===== src/rtl/xbar_pkg.sv =====
package xbar_pkg;
  // register addresses
  localparam logic [4:0] A_RUN  = 5'd0;
  localparam logic [4:0] A_STAT = 5'd1;
  localparam logic [4:0] A_AUTO = 5'd2;
  localparam logic [4:0] A_EN   = 5'd3;
  localparam logic [4:0] A_MODE = 5'd4;
  localparam int         A_SEL  = 8;

  function automatic int sel_bits(int n);
    return (n < 2) ? 1 : $clog2(n);
  endfunction

  // address of the select register for output k
  function automatic logic [4:0] sel_addr(int k);
    return 5'(A_SEL + k);
  endfunction
endpackage


===== src/rtl/xbar_csr.sv =====
module xbar_csr #(
  parameter int N  = 4,
  parameter int SW = 2
) (
  input  logic            clk,
  input  logic            rst_n,
  input  logic            wr,
  input  logic [4:0]      addr,
  input  logic [N-1:0]    wdata,
  input  logic            status,
  output logic [N-1:0]    rdata,
  output logic            run_q,
  output logic            auto_q,
  output logic            load,
  output logic [N-1:0]    act_en,
  output logic [N-1:0]    act_mode,
  output logic [N*SW-1:0] act_sel
);
  import xbar_pkg::*;

  logic [N-1:0]    sh_en, sh_mode;
  logic [N*SW-1:0] sh_sel;

  assign load = ~status;

  always_ff @(posedge clk) begin
    if (!rst_n) begin
      run_q <= 1'b0; auto_q <= 1'b0;
      sh_en <= '0; sh_mode <= '0; sh_sel <= '0;
      act_en <= '0; act_mode <= '0; act_sel <= '0;
    end else begin
      if (load && auto_q) auto_q <= 1'b0;
      if (wr) begin
        if (addr == A_RUN)  run_q  <= wdata[0];
        if (addr == A_AUTO) auto_q <= wdata[0];
        if (addr == A_EN)   sh_en   <= wdata;
        if (addr == A_MODE) sh_mode <= wdata;
        for (int k = 0; k < N; k++)
          if (addr == sel_addr(k)) sh_sel[k*SW +: SW] <= wdata[SW-1:0];
      end
      if (load) begin
        act_en <= sh_en; act_mode <= sh_mode; act_sel <= sh_sel;
      end
    end
  end

  always_comb begin
    rdata = '0;
    if (addr == A_RUN)  rdata[0] = run_q;
    if (addr == A_STAT) rdata[0] = status;
    if (addr == A_AUTO) rdata[0] = auto_q;
    if (addr == A_EN)   rdata = sh_en;
    if (addr == A_MODE) rdata = sh_mode;
    for (int k = 0; k < N; k++)
      if (addr == sel_addr(k)) rdata[SW-1:0] = sh_sel[k*SW +: SW];
  end
endmodule


===== src/rtl/xbar_sync.sv =====
module xbar_sync #(
  parameter int N = 4
) (
  input  logic         clk,
  input  logic         rst_n,
  input  logic         run_q,
  input  logic         auto_q,
  input  logic [N-1:0] acc,
  input  logic [N-1:0] acc_eop,
  output logic [N-1:0] gate,
  output logic [N-1:0] in_pkt,
  output logic         status
);
  logic eff_run;

  assign eff_run = run_q & ~auto_q;
  assign gate    = {N{eff_run}} | in_pkt;
  assign status  = eff_run | (|in_pkt);

  // an accepted beat leaves the input inside a packet unless it ends one
  always_ff @(posedge clk) begin
    if (!rst_n) in_pkt <= '0;
    else
      for (int i = 0; i < N; i++)
        if (acc[i]) in_pkt[i] <= ~acc_eop[i];
  end
endmodule


===== src/rtl/xbar_route.sv =====
module xbar_route #(
  parameter int N  = 4,
  parameter int SW = 2,
  parameter int DW = 16
) (
  input  logic [N-1:0]    in_valid,
  input  logic [N-1:0]    in_sop,
  input  logic [N-1:0]    in_eop,
  input  logic [N*DW-1:0] in_data,
  output logic [N-1:0]    in_ready,
  input  logic [N-1:0]    out_ready,
  output logic [N-1:0]    out_valid,
  output logic [N-1:0]    out_sop,
  output logic [N-1:0]    out_eop,
  output logic [N*DW-1:0] out_data,
  input  logic [N-1:0]    act_en,
  input  logic [N-1:0]    act_mode,
  input  logic [N*SW-1:0] act_sel,
  input  logic [N-1:0]    gate,
  output logic [N-1:0]    acc
);
  logic [N-1:0] fan_rdy;

  // ready of an input: all outputs selecting it must be ready
  always_comb begin
    for (int i = 0; i < N; i++) begin
      fan_rdy[i] = 1'b1;
      for (int k = 0; k < N; k++)
        if (act_sel[k*SW +: SW] == SW'(i) && !out_ready[k]) fan_rdy[i] = 1'b0;
      in_ready[i] = act_en[i] ? (gate[i] & fan_rdy[i]) : act_mode[i];
    end
  end

  assign acc = in_valid & in_ready & act_en;

  for (genvar k = 0; k < N; k++) begin : g_out
    logic [SW-1:0] s;
    assign s = act_sel[k*SW +: SW];
    always_comb begin
      out_valid[k] = 1'b0; out_sop[k] = 1'b0; out_eop[k] = 1'b0;
      out_data[k*DW +: DW] = '0;
      for (int i = 0; i < N; i++)
        if (s == SW'(i)) begin
          out_valid[k] = acc[i];
          out_sop[k]   = in_sop[i];
          out_eop[k]   = in_eop[i];
          out_data[k*DW +: DW] = in_data[i*DW +: DW];
        end
    end
  end
endmodule


===== src/rtl/vstream_xbar.sv =====
module vstream_xbar #(
  parameter int N            = 4,
  parameter int PIX_PER_BEAT = 2,
  parameter int PIX_BITS     = 8
) (
  input  logic                               clk,
  input  logic                               rst_n,
  input  logic                               csr_wr,
  input  logic [4:0]                         csr_addr,
  input  logic [N-1:0]                       csr_wdata,
  output logic [N-1:0]                       csr_rdata,
  input  logic [N-1:0]                       in_valid,
  output logic [N-1:0]                       in_ready,
  input  logic [N-1:0]                       in_sop,
  input  logic [N-1:0]                       in_eop,
  input  logic [N*PIX_PER_BEAT*PIX_BITS-1:0] in_data,
  output logic [N-1:0]                       out_valid,
  input  logic [N-1:0]                       out_ready,
  output logic [N-1:0]                       out_sop,
  output logic [N-1:0]                       out_eop,
  output logic [N*PIX_PER_BEAT*PIX_BITS-1:0] out_data
);
  localparam int DW = PIX_PER_BEAT * PIX_BITS;
  localparam int SW = xbar_pkg::sel_bits(N);

  logic            run_q, auto_q, load, status;
  logic [N-1:0]    act_en, act_mode, gate, in_pkt, acc;
  logic [N*SW-1:0] act_sel;

  xbar_csr #(.N(N), .SW(SW)) u_csr (
    .clk(clk), .rst_n(rst_n), .wr(csr_wr), .addr(csr_addr), .wdata(csr_wdata),
    .status(status), .rdata(csr_rdata), .run_q(run_q), .auto_q(auto_q),
    .load(load), .act_en(act_en), .act_mode(act_mode), .act_sel(act_sel)
  );

  xbar_sync #(.N(N)) u_sync (
    .clk(clk), .rst_n(rst_n), .run_q(run_q), .auto_q(auto_q),
    .acc(acc), .acc_eop(in_eop), .gate(gate), .in_pkt(in_pkt), .status(status)
  );

  xbar_route #(.N(N), .SW(SW), .DW(DW)) u_route (
    .in_valid(in_valid), .in_sop(in_sop), .in_eop(in_eop), .in_data(in_data),
    .in_ready(in_ready), .out_ready(out_ready), .out_valid(out_valid),
    .out_sop(out_sop), .out_eop(out_eop), .out_data(out_data),
    .act_en(act_en), .act_mode(act_mode), .act_sel(act_sel), .gate(gate), .acc(acc)
  );
endmodule


===== config.mk =====
export PLATFORM = sky130hd
export DESIGN_NAME = vstream_xbar
export DESIGN_NICKNAME = d
export VERILOG_FILES = /design/src/rtl/xbar_pkg.sv /design/src/rtl/xbar_csr.sv /design/src/rtl/xbar_sync.sv /design/src/rtl/xbar_route.sv /design/src/rtl/vstream_xbar.sv
export SDC_FILE = /design/constraint.sdc
export NUM_CORES = 1
export LEC_CHECK = 0
export CAP_MARGIN = 20
export CORE_UTILIZATION = 43
export DETAILED_ROUTE_END_ITERATION = 10
export PLACE_DENSITY = 0.86
export SLEW_MARGIN = 20
export SYNTH_ARGS = -nofsm -noshare
export SYNTH_HDL_FRONTEND = slang
export SYNTH_SLANG_ARGS = --single-unit

===== constraint.sdc =====
create_clock -name clk -period 1.8 [get_ports clk]
set_input_delay 0.18 -clock clk [delete_from_list [all_inputs] [get_ports clk]]
set_output_delay 0.18 -clock clk [all_outputs]
set_load 0.005 [all_outputs]

==> results of run 1 <==
[final timing paths]
| check | slack, ps | cells past startpoint | start | endpoint |
|---|---|---|---|---|
| setup / recovery | -540 | 9 | u_csr.auto_q | out_valid[2] |
| hold / removal | 420 | 5 | csr_addr[0] | u_csr.auto_q |
| setup reg to reg | -120 | 10 | u_csr.auto_q | u_csr.act_en[2] |
| hold reg to reg | 490 | 2 | u_csr.sh_en[3] | u_csr.sh_en[3] |
[power by group]
| group | leakage (µW) | switching (µW) | total (µW) | internal [µW] |
|---|---|---|---|---|
| clock | 0.0000579 | 319 | 727 | 408 |
| sequential | 0.000313 | 4.84 | 843 | 838 |
| combinational | 0.00266 | 340 | 803 | 463 |
[tightest hold or removal path: cells and delay by family]
| family | cells | cell delay [ps] |
|---|---|---|
| buf+inv | 2 | 280 |
| compound gates | 1 | 60 |
| simple gates | 2 | 150 |
[per-layer routing]
metal | vias to the layer above | part of all wire [%]
li1 | 1981 | -
met1 | 2419 | 30
met2 | 595 | 46
met3 | 249 | 13
met4 | 0 | 11
met5 | - | 0
[per-stage QoR]
stage	power, µW	std cells	worst slack (ps)
2_1_floorplan	1091	333	177.3
3_3_place_gp	1581	657	-641.5
3_5_place_dp	1609	657	-692.0
4_1_cts	2267	730	-324.2
5_1_grt	2426	753	-680.4
6_report	2373	754	-542.3
[state kept, by name (all words and copies together) (netlist names)]
register and count:
u_csr.sh_mode 4, u_csr.act_en 4, u_csr.auto_q 1, u_csr.act_mode 4, u_csr.act_sel 8, u_csr.run_q 1, u_csr.sh_sel 8, u_csr.sh_en 4
u_sync.in_pkt 4
[timing repair]
item,in CTS,in global routing
pin swaps,17,11
gates cloned,4,1
gates resized for setup,380,101
hold endpoints to repair,0,0
setup buffers,61,31
setup endpoints to repair,84,100
[final cells by class]
class | count | area [µm²]
Antenna cell | 1 | 2.502
Fill cell | 405 | 1340
Clock inverter | 3 | 40.04
Inverter | 7 | 26.28
Timing Repair Buffer | 335 | 3142
Sequential cell | 38 | 784.5
Tap cell | 108 | 135.1
Multi-Input combinational cell | 257 | 3139
Clock buffer | 5 | 68.82
[cells by family (layout without fill, tap and decap cells)]
logic type             Yosys count  after routing  synth area share [%]
multiplexers                   105            105                 50.75
AND/OR/NAND/NOR                101            101                 14.43
AO/OA/AOI/OAI                   51             51                 9.981
flip-flops                      38             38                 19.77
buffers and inverters           38            350                 5.072
other                            0              1                     0
[placed cells by master, fill, tap and decap left out, drive strengths merged, types with 9 or more instances in the layout]
cell type,synthesis,routed
a21boi,14,14
buf,17,219
clkbuf,14,27
clkdlybuf4s50,0,85
dfxtp,38,38
mux2i,32,32
mux4,72,72
nand2,31,31
nand3,11,11
nor2,11,11
nor2b,21,21
o21ai,9,9
==> out/results.txt, run 1 <==
Slowest library cell on the worst path: nor4_4
Register area share after synthesis: 19.77%
Top FF cell, synth: dfxtp_1
Worst-path fanout max: 3
I/O Buffers: 175
Clock Path Buffers: 2
Post-synth EDFFs: 0
Crit path largest cell delay: 380 ps
Number of global-route vias before repair: 5,083
DP HPWL: 11,390 µm
Htree depth: 2
Cts hold-fix bufs: 0
First-pass GRT wire length: 29,730 µm
Top cells by count, synth: 72 x mux4_2, 38 x dfxtp_1, 32 x mux2i_1, 31 x nand2_1, 21 x nor2b_1
Clock root cell: clkbuf_8
M3 GR Usage: 11.05%
Worst setup SP type: flop
Final min period: 2342 ps
Synth top area cells: mux4_2 42%, dfxtp_1 20%, mux2i_1 8.3%
Async SR Flop Fraction: 0%
WS Path Type: flop to output port
Post-route antenna net violation count: 0
Clk sink count: 38
Max Freq: 0.4269 GHz
Mapped cell area: 3849 µm²
Setup TNS: -12,290 ps
Synth Net Count: 425
Unrepaired setup endpoints after global routing: true
Iter 0 DRT Violations: 573
Top-count cell post-synth: mux4_2
Worst setup EP type: output port
Die Y: 96.61 µm
Syn_area_per_cell: 11.56 µm²
Max Clock Skew: 7.600 ps
# DRC: 0
Most Crowded Layer GR: met2
Yosys top cell by area: mux4_2
PnR worst setup slack: -542.3 ps
Relative max-transition margin: 64.48%
Critical Path Most Common Cell: buf_6
Top Ports: 176
Row cnt: 34
Routed len/inst: 29.38 µm
Post-synth top area share: 42.13%
Final nets: 736
Worst hold path type: input port to flop
Max-cap violations: 0
Total congestion overflow: 0
Synth cell types: 48
Grt met1 use: 44.37%
Leakage power: 0.003027 µW
CTS tree: yes
WP buf/inv: 4
# setup viols final: 81
Area Overhead vs Synth: 90.67%
Status: finished with violations
Hold slack: 424.4 ps
Placed cell area: 6158 µm²
Die width: 96.61 µm
WL final: 22,150 µm
Worst-Skew Late Latency: 300 ps
Critical-path cell list: and2b_4 > buf_6 > nor2_4 > nor4_4 > buf_4 > buf_6 > a221oi_2 > a21oi_1 > buf_2
Initial Utilization: 44.35%
Fin crit share: 130.1%
Via/cell ratio: 6.955
Largest delay share family, worst path: simple AND/OR/NAND/NOR gates
Worst EP required: 1620 ps
Initial DRT Pass Iterations: 5
Final instance area: 7338 µm²
Hold Violations, Final: 0
Proportion of layout cells with a drive suffix above 1: 57.21%
Initial antenna violation count: 2
Worst-path clk slew: 70 ps
CTS buffer count: 5
Final Util: 84.56%
Total number of vias: 5,244
Worst slew pin tran: 528.8 ps
GRT met2 Usage: 67.88%
Pwr/cell area: 323.4 nW/µm²
Yosys warns: 0
Failing checks: negative setup slack
Die area: 9333 µm²
Critical Path AT: 2160 ps
Placer Congestion: 0.9025
GRT Resource Usage Total: 41.24%
Gate Count Post-Synth: 333
Synthesized flop and latch total: 38
Max VDD drop: 631.6 µV
Max Slew Vio Count: 0
Area of the core: 8678 µm²
Largest net degree at the start of global routing: 39
Power figures use the tool's default switching activity.
==> inputs of run 2 (changes only) <==
CTS_CLUSTER_SIZE = 40   (was not set)
GPL_TIMING_DRIVEN = 0   (was not set)
==> out/results.txt, run 2 (same netlist as run 1, synthesis figures left out) <==
Status: finished with violations
Failing checks: negative setup slack
Fill count: 490
Combinational share of power: 29.8%
FF-to-FF path depth: 8
Worst hold path type: input port to flop
# DRC: 0
Fin crit share: 123.7%
Area of the multi-input gates: 3085 µm²
DP HPWL: 10,870 µm
Most frequent cells in the layout: 81 x clkdlybuf4s50_1, 72 x mux4_2, 54 x buf_6
Post-Place Worst Slack: -939.2 ps
Post-Place Cells: 613
Max Slew Vio Count: 0
Setup TNS: -8484 ps
P_int: 1857 µW
M3 GR Usage: 7.659%
Initial Utilization: 44.35%
Largest net degree at the start of global routing: 13
Hold Crit Endpoint: u_csr.sh_sel[6]
Proportion of layout cells with a drive suffix above 1: 53.07%
Unrepaired setup endpoints after global routing: true
Clock root cell: clkbuf_8
First-pass GRT wire length: 27,460 µm
Max VDD drop: 532.0 µV
Critical Path AT: 2050 ps
Die width: 96.61 µm
Pwr/cell area: 370.0 nW/µm²
GRT met2 Usage: 64.84%
Overall power: 2497 µW
Max Clock Skew: 7.633 ps
Placer Congestion: 0.8899
Relative max-transition margin: 66.07%
Grt met1 use: 43.42%
Clk sink count: 38
# setup viols final: 75
WS Path Type: flop to output port
Total number of vias: 4,789
Worst-Skew Late Latency: 300 ps
Die area: 9333 µm²
Most Crowded Layer GR: met2
Switching part of the total: 25.64%
Number of global-route vias before repair: 4,668
Max-cap violations: 0
CTS tree: yes
Reg area: 793.3 µm²
Final nets: 677
R2R Path End: u_sync.in_pkt[2]
Commonest non-fill, non-tap cell in the layout: clkdlybuf4s50_1
Worst r2r src: u_csr.auto_q
Max Freq: 0.4493 GHz
GRT Resource Usage Total: 37.94%
Hold Violations, Final: 0
Top flop regs: u_csr.act_sel: 8 flops, u_csr.sh_sel: 8 flops
FF-to-FF setup slack: 10 ps
Clock Path Buffers: 2
Routed len/inst: 28.49 µm
Worst setup EP type: output port
Top Ports: 176
Leakage power: 0.002727 µW
PnR worst setup slack: -425.7 ps
Initial antenna violation count: 1
CTS buffer count: 5
Die Y: 96.61 µm
Iter 0 DRT Violations: 467
Initial DRT Pass Iterations: 5
Worst setup SP type: flop
Hold depth: 3
I/O Buffers: 172
Source of the worst hold timing path: csr_wdata[0]
Worst EP required: 1620 ps
Area of the core: 8678 µm²
Worst-path clk slew: 70 ps
Clock Power Share: 36.5%
Net Switching: 640.1 µW
Area Overhead vs Synth: 75.33%
Seq pwr share: 33.7%
Worst-path fanout max: 5
Post-route antenna net violation count: 0
Via/cell ratio: 6.891
Layout Cells excl Fill: 695
Row cnt: 34
Htree depth: 2
Worst slew pin tran: 504.2 ps
WL final: 19,800 µm
Final min period: 2226 ps
Total congestion overflow: 0
Cts hold-fix bufs: 0
## run 2: cell types whose count changed in the layout (fill, tap and decap cells not counted), moves of 4 or more
| cell | delta |
|---|---|
| buf_2 | +6 |
| buf_4 | -49 |
| buf_6 | -17 |
| clkbuf_1 | +6 |
| clkbuf_4 | +4 |
| clkdlybuf4s50_1 | -4 |
| dfxtp_1 | -5 |
| dfxtp_2 | +4 |
| dlygate4sd2_1 | -4 |
## run 2: worst max path at each step
stage | startpoint | end | depth (start not counted)
after floorplan | u_sync.in_pkt[2] | csr_rdata[0] | 7
after global placement | out_ready[3] | out_valid[2] | 7
after detailed placement | out_ready[0] | out_valid[3] | 7
after CTS | u_csr.auto_q | out_valid[3] | 7
after global routing | u_csr.auto_q | out_valid[3] | 7
final | u_csr.auto_q | out_valid[3] | 7
## run 2: what timing repair did
item                                    CTS  global route
endpoints found under the setup margin   84            81
gates resized for setup                 425            82
pin swaps                                17             8
setup buffers                            59            26
cloned                                    2             0
## run 2: critical path, stage by stage (launching register included)
cell	delay [ps]
dfxtp_2	320
and2b_4	340
nor2_4	60
nor4_4	310
buf_4	210
mux2i_1	80
mux2i_1	240
buf_2	170
## run 2: final cells by class
class	instances	area share [%]
Multi-Input combinational cell	257	45.73
Timing Repair Buffer	251	34.10
Sequential cell	38	11.76
Buffer	25	3.875
Tap cell	108	2.003
Clock buffer	6	1.224
Clock inverter	2	0.8900
Inverter	7	0.3894
Antenna cell	1	0.03709
## run 2: stage by stage
step / area, µm² / hold slack, ps / util (%)
detailed placement: 5705 / 461.5 / 65.74
global placement: 5705 / 455.9 / 65.74
floorplan: 3849 / 314.9 / -
CTS: 6559 / 282.8 / 75.58
finish: 6748 / 298.0 / 77.75
global route: 6748 / 324.9 / 77.75
## run 2: routing by layer
layer | share of wire [%] | wire (µm)
met1 | 32 | 6323
met2 | 48 | 9407
met3 | 11 | 2220
met4 | 9.3 | 1849
met5 | 0 | 0
## run 2: power by group through the flow
stage	clock network [µW]	registers, µW	logic, µW
floorplan	0	866	225
global route	945	842	761
finish	911	842	744
detailed placement	0	868	706
global placement	0	868	684
CTS	902	841	667
